### src/rtl/serreg_port.sv
module serreg_port #(
  parameter int CONV_W = 24,
  parameter int REG_W = 16,
  parameter logic [REG_W-1:0] CFG_RESET = '0
) (
  input  logic              clk,
  input  logic              rst_n,
  input  logic              cs_n,
  input  logic              rw,
  input  logic              rsel,
  input  logic              sclk,
  input  logic              sdi,
  output logic              sdo,
  output logic              sdo_oe,
  output logic              drdy,
  input  logic [CONV_W-1:0] conv_data,
  input  logic              conv_load,
  input  logic [REG_W-1:0]  status_word,
  output logic [REG_W-1:0]  cfg_word
);
  localparam int CNT_W = $clog2(CONV_W + 1);
  localparam int PAD_W = CONV_W - REG_W;

  logic sclk_q, cs_q, rd_q, sel_q, late;
  logic [CNT_W-1:0] cnt;
  logic [CONV_W-1:0] conv_q, out_sr;
  logic [REG_W-1:0] in_sr;

  wire rise  = sclk & ~sclk_q;
  wire fall  = ~sclk & sclk_q;
  wire start = ~cs_n & cs_q;
  wire [CNT_W-1:0] flen = (rd_q && sel_q) ? CNT_W'(CONV_W) : CNT_W'(REG_W);
  wire run   = ~cs_n & ~start & (cnt != flen);
  wire wr_done = run & fall & ~rd_q & (cnt == CNT_W'(REG_W - 1));
  wire rd_done = run & fall & rd_q & sel_q & (cnt == CNT_W'(CONV_W - 1));

  assign sdo_oe = ~cs_n & rw;
  assign sdo    = out_sr[CONV_W-1];

  always_ff @(posedge clk) begin
    if (!rst_n) begin
      sclk_q <= 1'b0; cs_q <= 1'b1; rd_q <= 1'b0; sel_q <= 1'b0; late <= 1'b0;
      cnt <= '0; conv_q <= '0; out_sr <= '0; in_sr <= '0;
      cfg_word <= CFG_RESET; drdy <= 1'b0;
    end else begin
      sclk_q <= sclk;
      cs_q   <= cs_n;
      if (conv_load) conv_q <= conv_data;

      if (cs_n) begin
        cnt <= '0;
      end else if (start) begin
        cnt   <= '0;
        rd_q  <= rw;
        sel_q <= rsel;
        late  <= 1'b0;
        out_sr <= rsel ? conv_q : {status_word, {PAD_W{1'b0}}};
      end else if (run) begin
        if (conv_load) late <= 1'b1;
        if (fall) begin
          cnt <= cnt + 1'b1;
          if (!rd_q) in_sr <= {in_sr[REG_W-2:0], sdi};
        end
        if (rise && cnt != '0) out_sr <= out_sr << 1;
      end

      if (wr_done) cfg_word <= {in_sr[REG_W-2:0], sdi};

      if (conv_load) drdy <= 1'b1;
      else if (rd_done) drdy <= late;
    end
  end
endmodule


### config.mk
export PLATFORM = sky130hd
export DESIGN_NAME = serreg_port
export DESIGN_NICKNAME = d
export VERILOG_FILES = /design/src/rtl/serreg_port.sv
export SDC_FILE = /design/constraint.sdc
export NUM_CORES = 1
export LEC_CHECK = 0
export BUFFER_PORTS_ARGS = -buffer_cell sky130_fd_sc_hd__buf_4
export CAP_MARGIN = 15
export CELL_PAD_IN_SITES_DETAIL_PLACEMENT = 1
export CELL_PAD_IN_SITES_GLOBAL_PLACEMENT = 1
export CORE_AREA = 2 2 98 100
export CTS_CLUSTER_SIZE = 16
export DETAILED_ROUTE_END_ITERATION = 10
export DIE_AREA = 0 0 100 102
export HOLD_SLACK_MARGIN = 0.02
export PLACE_DENSITY_LB_ADDON = 0.1
export SLEW_MARGIN = 5
export SYNTH_ARGS = -nofsm -noshare
export SYNTH_HDL_FRONTEND = slang
export SYNTH_SLANG_ARGS = --single-unit
### constraint.sdc
create_clock -name clk -period 2.7 [get_ports clk]
set_input_delay 0.135 -clock clk [delete_from_list [all_inputs] [get_ports clk]]
set_output_delay 0.135 -clock clk [all_outputs]
set_load 0.01 [all_outputs]
==> impl_results.md <==
* Final period util at 80.76%
* Critical Path RT at 2.99 ns
* Sink Count at 90
* EDFF count, synth at 0
* Clk buf depth at 2
* Drt pass-1 iters at 6
* Initial Util at 43.86%
* F_max at 458.6 MHz
* Mean post-synth cell area at 8.958 um2
* Crit-path cells: inv_1, ha_1, nand3b_1, or3_1, and4_1, mux2i_1
* Largest net degree at the start of global routing at 78
* Post-synth top area cell: dfxtp_1
* Hold_ws at 0.01618 ns
* Leak Pwr at 2.064 nW
* Die Height at 102 um
* Critical Path Slowest Stage Cell: and4_1
* Final ANT Viol Nets at 0
* Commonest cells after routing, fill and taps aside: dfxtp_1, nand2_1, buf_4
* RSZ-0062 raised after global routing: no
* Hold Vio Cnt, Final at 0
* Vias at 3432
* Yosys reg bits at 90
* Most common cell after layout, fill and taps aside: dfxtp_1
* HP Class: in -> reg
* Count of cell types in the netlist at 40
* Clock slew at reported path FFs at 0.10 ns
* Peak supply drop at 0.2977 mV
* Final setup viols at 0
* Share of the synthesized area in the top cell type at 45.10%
* Core area at 9109 um2
* Die footprint at 10200 um2
* Routed wire length at 9702 um
* Tmin final at 2.181 ns
* First-pass GRT wire length at 17060 um
* Area Overhead vs Synth at 24.87%
* Yosys warns at 0
* Power per cell area at 541.0 nW/um2
* Sequential share of the synthesized area at 45.10%
* Clk_lat worst skew at 0.37 ns
* Vias in the first global route at 3523
* Antenna violations before repair at 0
* Pre-CTS setup slack at 0.5038 ns
* Ant diodes at 0
* Rows at 35
* Post-CTS sizing at 0
* Relative slew margins at 37.81%
* Max-cap violations at 0
* Post-Syn Area at 3995 um2
* TritonCTS buffer count at 9
* Cts-stage hold buffer count at 23
* Top cells by area, synth: dfxtp_1, mux2i_1, nand2_1, o211ai_1, nor2_1
* Avg WL per Cell at 15.30 um
* Final WS setup at 0.5194 ns
* Crit path buffers/inverters at 1
* Tot GR Track Use at 20.76%
* Mapped Cells at 446
* Syn Nets at 497
* Primary FF master, synth: dfxtp_1
* Max FO, Critical Path at 16
* Post-route insts no fill at 634
* Post-CTS setup buffers at 0
* CTS tree: yes
* Count of input and output buffers at 66
* Worst clock skew at 0.01384 ns
* Chip Width at 100 um
* CP delay by family, top: simple AND/OR/NAND/NOR gates
* # nets final at 569
* Via/cell ratio at 5.413
* Crit path launch type: register
* Placed insts at 595
* WS Path Type: reg -> reg
* Gpl congestion at 0.8073
* Slowest stage delay, CP at 0.82 ns
* DRC Markers at 0
* Grt total ovfl at 0
* Share of cells above drive strength 1 at 18.74%
* Signal arrival time at the worst endpoint at 2.47 ns
* FFs w/ async S/R, synth at 0%
* CTS Root Cell: clkbuf_8
* Drt initial violations at 130
* Slew Limit Fails at 0
* Worst setup EP type: register
* Slew at the pin closest to its max-slew limit at 0.9329 ns
* H-Tree Depth at 3
* Status: finished clean
* Setup TNS at 0 ns
* Detailed Place HPWL at 6254 um
* IO Pins at 67
==> synthesized netlist by cell type, drive strengths merged, types with 2 or more instances <==
| cell type | number |
|---|---|
| and3 | 3 |
| a211oi | 3 |
| o31ai | 15 |
| a22oi | 7 |
| a21oi | 18 |
| dfxtp | 90 |
| nor3 | 4 |
| clkbuf | 29 |
| ha | 3 |
| mux2i | 73 |
| o211ai | 16 |
| nor2 | 31 |
| nor2b | 2 |
| nand3 | 4 |
| buf | 9 |
| nand2 | 87 |
| nand4 | 18 |
| o21ai | 10 |
| a211o | 2 |
| inv | 8 |
==> per-stage QoR <==
step,power [W],util (%),instance area [um2]
3_5_place_dp,0.001714,49.90,4546
4_1_cts,0.002724,54.77,4989
5_1_grt,0.002815,54.77,4989
3_3_place_gp,0.001705,49.90,4546
6_report,0.002699,54.77,4989
2_1_floorplan,0.001609,-,3995
==> tightest hold or removal path, stage by stage <==
cell,delay [ns]
buf_4,0.08
mux2i_1,0.06
nor2_1,0.08
==> path summary, 6_finish.rpt <==
path | depth (start not counted) | endpoint | slack, ns | from
hold reg to reg | 2 | out_sr[1] | 0.46 | out_sr[1]
setup / recovery | 6 | cfg_word[10] | 0.52 | cnt[0]
setup reg to reg | 6 | cfg_word[10] | 0.52 | cnt[0]
hold / removal | 3 | conv_q[7] | 0.02 | conv_data[7]
==> final cells by class <==
| cell class | instances | area, um2 |
|---|---|---|
| Inverter | 9 | 33.78 |
| Multi-Input combinational cell | 309 | 2001 |
| Clock buffer | 11 | 151.4 |
| Sequential cell | 90 | 1802 |
| Tap cell | 111 | 138.9 |
| Timing Repair Buffer | 99 | 800.8 |
| Fill cell | 1075 | 4120 |
| Clock inverter | 5 | 61.31 |
==> routing by layer <==
metal	wire, um	global-route usage, %
met1	4590	27.15
met2	4651	34.72
met3	349	4.241
met4	110	6.639
met5	0	0
==> cell families after synthesis <==
kind of cell	share of synthesized area [%]
AO/OA/AOI/OAI	12.62
AND/OR/NAND/NOR	17.38
flip-flops	45.10
adder cells (fa/ha/maj)	0.9397
buffers and inverters	5.167
XOR/XNOR	0.2193
multiplexers	18.57
==> where the power goes <==
group	switching [W]	internal, W
clock	0.000510	0.000482
sequential	0.0000278	0.00138
combinational	0.000152	0.000150
==> registers in the layout, summed over array words and instances (netlist names), 5 cells and up <==
signal / count
cfg_word: 16
out_sr: 24
in_sr: 15
cnt: 5
conv_q: 24
No activity file was read; power rests on OpenSTA's default activity.
